==> config.mk <==
export PLATFORM = sky130hd
export DESIGN_NAME = lpt_evt_status
export DESIGN_NICKNAME = d
export VERILOG_FILES = /design/src/rtl/lpt_evt_pkg.sv /design/src/rtl/lpt_evt_match.sv /design/src/rtl/lpt_evt_dir.sv /design/src/rtl/lpt_evt_flags.sv /design/src/rtl/lpt_evt_status.sv
export SDC_FILE = /design/constraint.sdc
export NUM_CORES = 1
export LEC_CHECK = 0
export BUFFER_PORTS_ARGS = -buffer_cell sky130_fd_sc_hd__buf_2
export CAP_MARGIN = 20
export CORE_MARGIN = 5
export CORE_UTILIZATION = 34
export CTS_BUF_LIST = sky130_fd_sc_hd__clkbuf_8
export DETAILED_ROUTE_END_ITERATION = 8
export GPL_TIMING_DRIVEN = 0
export PLACE_DENSITY_LB_ADDON = 0.1
export SLEW_MARGIN = 0
export SYNTH_ARGS = -nofsm -noshare
export SYNTH_HDL_FRONTEND = slang
export SYNTH_SLANG_ARGS = --single-unit
==> constraint.sdc <==
create_clock -name clk -period 1.5 [get_ports clk]
set_input_delay 0.15 -clock clk [delete_from_list [all_inputs] [get_ports clk]]
set_output_delay 0.15 -clock clk [all_outputs]
set_load 0.01 [all_outputs]
==> src/rtl/lpt_evt_pkg.sv <==
package lpt_evt_pkg;
    localparam int FLAG_N = 7;
    localparam int STAT_W = 32;
    localparam int F_CMPM = 0;
    localparam int F_ARRM = 1;
    localparam int F_TRIG = 2;
    localparam int F_CMPW = 3;
    localparam int F_ARRW = 4;
    localparam int F_UP   = 5;
    localparam int F_DOWN = 6;

    typedef enum logic [1:0] {
        DIR_NONE = 2'd0,
        DIR_UP   = 2'd1,
        DIR_DOWN = 2'd2
    } dir_state_e;

    typedef enum logic {
        MT_APART = 1'b0,
        MT_ON    = 1'b1
    } match_state_e;
endpackage

==> src/rtl/lpt_evt_match.sv <==
module lpt_evt_match
    import lpt_evt_pkg::*;
#(
    parameter int W = 16
) (
    input  logic         clk,
    input  logic         rst_n,
    input  logic [W-1:0] value,
    input  logic [W-1:0] target,
    output logic         hit
);
    match_state_e st_q, st_d;
    logic         eq_now;

    assign eq_now = (value == target);

    always_ff @(posedge clk or negedge rst_n) begin
        if (!rst_n) st_q <= MT_APART;
        else        st_q <= st_d;
    end

    always_comb begin
        st_d = eq_now ? MT_ON : MT_APART;
    end

    always_comb begin
        hit = 1'b0;
        unique case (st_q)
            MT_APART: hit = eq_now;
            MT_ON:    hit = 1'b0;
            default:  hit = 1'b0;
        endcase
    end

    // a match event never repeats on consecutive cycles
    a_r2_one_shot: assert property (@(posedge clk) disable iff (!rst_n)
        hit |=> !hit);
endmodule

==> src/rtl/lpt_evt_dir.sv <==
module lpt_evt_dir
    import lpt_evt_pkg::*;
(
    input  logic clk,
    input  logic rst_n,
    input  logic enc_en,
    input  logic step,
    input  logic dir_down,
    output logic up_evt,
    output logic dn_evt
);
    dir_state_e st_q, st_d;

    always_ff @(posedge clk or negedge rst_n) begin
        if (!rst_n) st_q <= DIR_NONE;
        else        st_q <= st_d;
    end

    always_comb begin
        st_d = st_q;
        if (!enc_en) begin
            st_d = DIR_NONE;
        end else if (step) begin
            unique case (st_q)
                DIR_NONE: st_d = dir_down ? DIR_DOWN : DIR_UP;
                DIR_UP:   st_d = dir_down ? DIR_DOWN : DIR_UP;
                DIR_DOWN: st_d = dir_down ? DIR_DOWN : DIR_UP;
                default:  st_d = DIR_NONE;
            endcase
        end
    end

    always_comb begin
        up_evt = 1'b0;
        dn_evt = 1'b0;
        if (enc_en && step) begin
            unique case (st_q)
                DIR_NONE: ;
                DIR_UP:   dn_evt = dir_down;
                DIR_DOWN: up_evt = !dir_down;
                default:  ;
            endcase
        end
    end

    // events only on an enabled counting step
    a_r6_step_only: assert property (@(posedge clk) disable iff (!rst_n)
        (up_evt || dn_evt) |-> (step && enc_en));
    // first step after enabling encoder mode is quiet
    a_r6_first_quiet: assert property (@(posedge clk) disable iff (!rst_n)
        $rose(enc_en) |-> !(up_evt || dn_evt));
    // never both directions at once
    a_r6_exclusive: assert property (@(posedge clk) disable iff (!rst_n)
        $onehot0({up_evt, dn_evt}));
endmodule

==> src/rtl/lpt_evt_flags.sv <==
module lpt_evt_flags #(
    parameter int N = 7
) (
    input  logic         clk,
    input  logic         rst_n,
    input  logic [N-1:0] set_evt,
    input  logic [N-1:0] clr_req,
    output logic [N-1:0] flags_q,
    output logic [N-1:0] flags_d
);
    for (genvar i = 0; i < N; i++) begin : g_flag
        always_comb begin
            if (set_evt[i])      flags_d[i] = 1'b1;
            else if (clr_req[i]) flags_d[i] = 1'b0;
            else                 flags_d[i] = flags_q[i];
        end

        always_ff @(posedge clk or negedge rst_n) begin
            if (!rst_n) flags_q[i] <= 1'b0;
            else        flags_q[i] <= flags_d[i];
        end

        // a set event always lands, even against a clear
        a_r8_set_wins: assert property (@(posedge clk) disable iff (!rst_n)
            set_evt[i] |=> flags_q[i]);
        // an uncontested clear takes effect
        a_r7_clear_takes: assert property (@(posedge clk) disable iff (!rst_n)
            (clr_req[i] && !set_evt[i]) |=> !flags_q[i]);
        // with neither set nor clear, the flag holds
        a_r7_hold: assert property (@(posedge clk) disable iff (!rst_n)
            (!clr_req[i] && !set_evt[i]) |=> (flags_q[i] == $past(flags_q[i])));
    end
endmodule

==> src/rtl/lpt_evt_status.sv <==
module lpt_evt_status
    import lpt_evt_pkg::*;
#(
    parameter int CNT_W   = 16,
    parameter bit HAS_ENC = 1'b1
) (
    input  logic              clk,
    input  logic              rst_n,
    input  logic [CNT_W-1:0]  cnt_val,
    input  logic [CNT_W-1:0]  arr_val,
    input  logic [CNT_W-1:0]  cmp_val,
    input  logic              enc_en,
    input  logic              cnt_step,
    input  logic              dir_down,
    input  logic              trig_edge,
    input  logic              tmr_running,
    input  logic              cmp_wr_done,
    input  logic              arr_wr_done,
    input  logic              clr_wr,
    input  logic [STAT_W-1:0] clr_data,
    input  logic [FLAG_N-1:0] irq_en,
    output logic [STAT_W-1:0] status,
    output logic              irq
);
    localparam int RSV_W = STAT_W - FLAG_N;

    logic [FLAG_N-1:0] set_evt;
    logic [FLAG_N-1:0] clr_req;
    logic [FLAG_N-1:0] flags_q;
    logic [FLAG_N-1:0] flags_d;
    logic              cmp_hit;
    logic              arr_hit;
    logic              up_evt;
    logic              dn_evt;
    logic              irq_q;
    logic              unused_clr_hi;

    assign unused_clr_hi = ^clr_data[STAT_W-1:FLAG_N];

    lpt_evt_match #(.W(CNT_W)) u_cmp_match (
        .clk(clk), .rst_n(rst_n), .value(cnt_val), .target(cmp_val), .hit(cmp_hit)
    );

    lpt_evt_match #(.W(CNT_W)) u_arr_match (
        .clk(clk), .rst_n(rst_n), .value(cnt_val), .target(arr_val), .hit(arr_hit)
    );

    if (HAS_ENC) begin : g_enc
        lpt_evt_dir u_dir (
            .clk(clk), .rst_n(rst_n), .enc_en(enc_en), .step(cnt_step),
            .dir_down(dir_down), .up_evt(up_evt), .dn_evt(dn_evt)
        );
    end else begin : g_noenc
        logic unused_dir;
        assign unused_dir = enc_en ^ cnt_step ^ dir_down;
        assign up_evt = 1'b0;
        assign dn_evt = 1'b0;
    end

    always_comb begin
        set_evt         = '0;
        set_evt[F_CMPM] = cmp_hit;
        set_evt[F_ARRM] = arr_hit;
        set_evt[F_TRIG] = trig_edge && !tmr_running;
        set_evt[F_CMPW] = cmp_wr_done;
        set_evt[F_ARRW] = arr_wr_done;
        set_evt[F_UP]   = up_evt;
        set_evt[F_DOWN] = dn_evt;
        clr_req         = clr_wr ? clr_data[FLAG_N-1:0] : '0;
    end

    lpt_evt_flags #(.N(FLAG_N)) u_flags (
        .clk(clk), .rst_n(rst_n), .set_evt(set_evt), .clr_req(clr_req),
        .flags_q(flags_q), .flags_d(flags_d)
    );

    always_ff @(posedge clk or negedge rst_n) begin
        if (!rst_n) irq_q <= 1'b0;
        else        irq_q <= |(flags_d & irq_en);
    end

    assign status = {{RSV_W{1'b0}}, flags_q};
    assign irq    = irq_q;

    // reserved upper bits read zero
    a_r7_reserved_zero: assert property (@(posedge clk) disable iff (!rst_n)
        status[STAT_W-1:FLAG_N] == '0);
    // interrupt tracks visible status and the enables sampled at the edge
    a_r9_irq_track: assert property (@(posedge clk) disable iff (!rst_n)
        irq == |(status[FLAG_N-1:0] & $past(irq_en)));

    if (!HAS_ENC) begin : g_chk_noenc
        // direction flags absent without encoder support
        a_r10_dir_bits_zero: assert property (@(posedge clk) disable iff (!rst_n)
            status[F_DOWN:F_UP] == 2'b00);
    end
endmodule

### After elaboration in Yosys (flattened, before gate mapping)

Index checks and enable logic that the tools add are counted.

* flip-flop bits (word level): 12
* input port bits: 97
* output and inout port bits: 33
* word-level logic and storage cells: 53

* eq/ne operators: 5
* multiplexer cells: 27
* bitwise gates (word level): 3
* reduce and logical (&&, ||, !) cells: 7

Operators with widths (count)
* equality test 16 bit: 2
* 2-to-1 mux 1 bit: 20
* 2-to-1 mux 2 bit: 4
* bitwise AND 7 bit: 1
* 2-to-1 mux 7 bit: 1
* OR reduction 7 bit: 1
* one-hot mux 1 bit (2 select lines): 2
* OR reduction 3 bit: 1
* equality test 2 x 1 -> 1 bit (second input constant): 1
* equality test 2 bit (second input constant): 1
* logical AND 1 bit: 2
* zero test 1 bit: 2
* zero test 2 bit: 1
* != test 2 x 1 -> 1 bit (second input constant): 1
* NOT 1 bit: 2

### Depth between registers and ports, before layout

* depth in word-level cells: 6
* mapped depth: 5
* mapped depth without buffers: 5

### Cells and area by module

A second synthesis with hierarchy kept.

* cells, all modules: 119
* area, all modules: 1084.8 sq um

By module, submodules not included
* lpt_evt_match: instances 2, cells each 23, area each 209.0 sq um, seq. area each 25.0 sq um
* lpt_evt_status: instances 1, cells each 39, area each 296.5 sq um, seq. area each 25.0 sq um
* lpt_evt_flags: instances 1, cells each 21, area each 254.0 sq um, seq. area each 175.2 sq um
* lpt_evt_dir: instances 1, cells each 13, area each 116.4 sq um, seq. area each 50.0 sq um

### Least setup slack after synthesis

Ideal clock, no wire load.

* kind: reg2reg
* start: register g_enc.u_dir.st_q[0]
* end: register irq_q, in the netlist irq
* library setup time: 135 ps
* arrival time: 1144 ps
* required time: 1365 ps
* setup slack: 221 ps
* stages on the path, launching flop included: 5
* path buffers: 0
* period minus slack after synthesis: 1279 ps
* path through: dfrtp_1 > nor2b_1 > a32o_1 > a211oi_1 > o211ai_2

* cells in the longest elaborated chain, start to end: 6
* elaborated cells on any way between the ends: 10
* classes of those cells: eq/ne: 2; mux: 6; bitwise: 1; reduce/logical: 1

RTL lines
* from (decl): RTL line lpt_evt_dir.sv:12 `dir_state_e st_q, st_d;`
* from (signal assigned): RTL line lpt_evt_dir.sv:16 `else st_q <= st_d;`
* equality test 2 x 1 -> 1 bit: RTL line lpt_evt_dir.sv:37 `unique case (st_q)`
* 2-to-1 mux 1 bit: RTL line lpt_evt_dir.sv:37
* 2-to-1 mux 1 bit: RTL line lpt_evt_dir.sv:36 `if (enc_en && step) begin`
* 2-to-1 mux 1 bit: RTL line lpt_evt_flags.sv:13 `if (set_evt[i]) flags_d[i] = 1'b1;`
* via flags_d[6]: RTL line lpt_evt_status.sv:30 `logic [FLAG_N-1:0] flags_d;`
* bitwise AND 7 bit: RTL line lpt_evt_status.sv:79 `else irq_q <= |(flags_d & irq_en);`
* OR reduction 7 bit: RTL line lpt_evt_status.sv:79
* to (signal assigned): RTL line lpt_evt_status.sv:79
* to (decl): RTL line lpt_evt_status.sv:35 `logic irq_q;`

The timed path passes the listed nets, and every way through them passes these cells.
A chain may end at the register's enable or synchronous reset.

### Final worst setup path

Same ends and word-level chain as after synthesis.

==> key figures <==
Finish
  • Synth-to-Final Area Change: 55.2%
  • # diodes: 0
  • Nets: about 330
  • Layout fillers: 293
  • Area of the multi-input gates: between 700 and 800 um2
  • Final instance area: 1720 um2
  • Final core occ: 55.8%
  • Register Area: 300 um2
  • Non-filler cells in the finished layout: 271
  • Layout cells sized above 1: between 50 and 60%

Setup path
  • Critical Path AT: 1.42 ns
  • CP endpoint: irq
  • Worst reg-to-reg setup slack: roughly 0.19 ns
  • CP required: roughly 1.6 ns
  • Worst Setup Start Kind: register
  • Worst reg2reg path depth: 4
  • Reg-to-reg startpoint: g_enc.u_dir.st_q[0]
  • WS Path Type: reg2reg
  • CP Launch Point: g_enc.u_dir.st_q[0]
  • CP max FO: 5
  • Reg-to-Reg End: irq
  • CP Capture Type: register

Floorplanning
  • Number of I/O pins: 130
  • Initial Utilization: 35.9%
  • Core area: 3080 um2
  • Num rows: 20
  • Die width: approximately 67 um
  • Die Span Y: around 67 um
  • Die area: 4490 um2

Job
  • Max-Cap Viols: 0

Pwr
  • Switching Fraction: 27.0%
  • Max VDD drop: ~0.00028 V
  • Sw Pwr: 286 uW
  • Static leakage: 0.898 nW
  • Total power: approximately 1.1 mW
  • Internal: 773 uW
  • Clk pwr share: between 30% and 40%
  • Power Density: 617 nW/um2
  • Sequential share of power: 32.9%
  • Combinational power share: 33.7%

Drt
  • Vias: roughly 1100
  • Iter 0 DRT Violations: 25
  • Routed Antenna Nets: 0
  • Wirelength per Cell: 10.8 um
  • Avg Vias per Cell: 4.08
  • DRC violations left: 0
  • Initial DRT Pass Iterations: 4
  • Routed WL: 2920 um

Outcome
  • Status: complete, no violations

Clock tree
  • H-Tree Level Count: 1
  • Latest clock arrival within the worst-skew pair: 0.24 ns
  • Worst-path clk slew: roughly 0.05 ns
  • Clock root cell: clkbuf_8
  • CTS max path bufs: 2
  • CTS Buf Count: 3
  • CTS tree: built
  • Clock sinks: 12
  • Post-CTS setup buffers: 0

STA
  • Worst Slack Setup Final: 0.194 ns
  • Max Slew Vio Count: 0
  • RSZ-0062 raised after global routing: no
  • Crit share post-route: between 80% and 90%
  • Setup_tns: 0 ns
  • Worst hold margin: 0.121 ns
  • Fin. Hold Viols: 0
  • Post-route minimum period: 1.31 ns
  • # setup viols final: 0
  • Achievable clock frequency: 0.766 GHz
  • Final Skew: 0.000971 ns

Global routing
  • GRT Resource Usage Total: 12.6%
  • Initial antenna violation count: 0
  • Vias in the first global route: 1109
  • Pin count of the biggest net entering global routing: 13
  • Grt ovf: 0
  • First-pass GRT wire length: 4410 um

Yosys
  • Synth Instances: 119
  • Synthesis-stage register bit count: 12
  • Cell Area, Synth: 1110 um2
  • Post-Syn Area per Cell: about 9.3 um2
  • Register area share after synthesis: 27.1%
  • Cell variety after synth: 27
  • Synth Warn #: 0

Placement
  • Placed cell area: 1650 um2
  • Inst Count DP: 266
  • PortBufs: 79
  • Gpl congestion: 0.789
  • Pre-CTS setup slack: approximately 0.13 ns

Min path
  • Worst hold path type: in2reg
flip-flops by register name, summed over array words and instances, names as in the netlist:
register / count
g_enc.u_dir.st_q: 2
irq: 1
u_arr_match.st_q: 1
u_cmp_match.st_q: 1
u_flags.flags_q: 7
cells by family after synthesis:
kind of cell / synth area share [%]
AO/OA/AOI/OAI: 11.4
XOR/XNOR: 25.3
buffers and inverters: 17.6
flip-flops: 27.1
multiplexers: 0.905
other: 0.339
AND/OR/NAND/NOR: 17.2
per-layer routing:
layer,vias to the layer above,share of wire [%],GRT usage [%]
met5,-,0,0
met4,0,0.48,4.56
met3,2,14,3.71
met2,64,49,22.0
met1,468,36,14.4
li1,572,-,-
cell type report:
type / instances / share of cell area [%]
Buffer: 25 / 10.9
Tap cell: 44 / 3.21
Sequential cell: 12 / 17.5
Timing Repair Buffer: 80 / 23.6
Clock buffer: 4 / 3.21
Multi-Input combinational cell: 104 / 41.1
Inverter: 2 / 0.437
timing repair:
action | 4_1_cts | 5_1_grt
hold buffers | 1 | 0
hold endpoints to repair | 12 | 0
gates resized for setup | 0 | 1
endpoints found under the setup margin | 0 | 1
power groups by stage:
| stage | registers (mW) | logic, mW | clock network [mW] |
|---|---|---|---|
| floorplan | 0.359 | 0.197 | 0 |
| global placement | 0.353 | 0.348 | 0 |
| detailed placement | 0.354 | 0.353 | 0 |
| CTS | 0.348 | 0.356 | 0.362 |
| global route | 0.350 | 0.396 | 0.380 |
| finish | 0.348 | 0.357 | 0.354 |
synthesized netlist by cell type:
master / number / area [um2]
xnor2_1: 32 / 280
buf_4: 25 / 188
dfrtp_1: 12 / 300
nand4_1: 10 / 62.6
a21boi_0: 6 / 45.0
nand2_1: 4 / 15.0
nor2b_1: 3 / 18.8
o21ai_0: 3 / 15.0
or2_2: 3 / 18.8
inv_1: 2 / 7.51
nand2b_1: 2 / 12.5
nand3_1: 2 / 10.0
a211oi_1: 1 / 7.51
a21boi_1: 1 / 7.51
a21o_1: 1 / 7.51
a21oi_1: 1 / 5.00
a22oi_1: 1 / 7.51
a31o_2: 1 / 8.76
a32o_1: 1 / 10.0
and2_1: 1 / 6.26
conb_1: 1 / 3.75
mux2i_1: 1 / 10.0
nand2b_2: 1 / 8.76
nor2_1: 1 / 3.75
nor4_2: 1 / 12.5
nor4_4: 1 / 21.3
o211ai_2: 1 / 12.5
how the worst min path moves through the flow:
stage,start,end,slack [ns],depth (start not counted)
finish,arr_wr_done,u_flags.flags_q[4],0.12,2
global route,arr_wr_done,u_flags.flags_q[4],0.12,2
global placement,rst_n,g_enc.u_dir.st_q[1],0.05,1
CTS,arr_wr_done,u_flags.flags_q[4],0.12,2
detailed placement,rst_n,g_enc.u_dir.st_q[1],0.04,1
floorplan,rst_n,g_enc.u_dir.st_q[0],-0.15,0
critical path, stage by stage (launching register included):
cell,delay (ns)
dfrtp_1,0.41
nor2b_1,0.14
a32o_1,0.28
a211oi_2,0.24
o211ai_2,0.11
placed cells by master (no fill, tap or decap), types with 2 or more instances in the layout:
cell type and count:
nand2_1 4, buf_4 25, clkbuf_8 4, buf_2 79
inv_1 2, o21ai_0 3, or2_2 3, nand3_1 2
a21boi_0 6, nand2b_1 2, nand4_1 10, conb_1 25
dfrtp_1 12, xnor2_1 32, nor2b_1 3
Note: power is estimated with default switching activity, not from simulation.
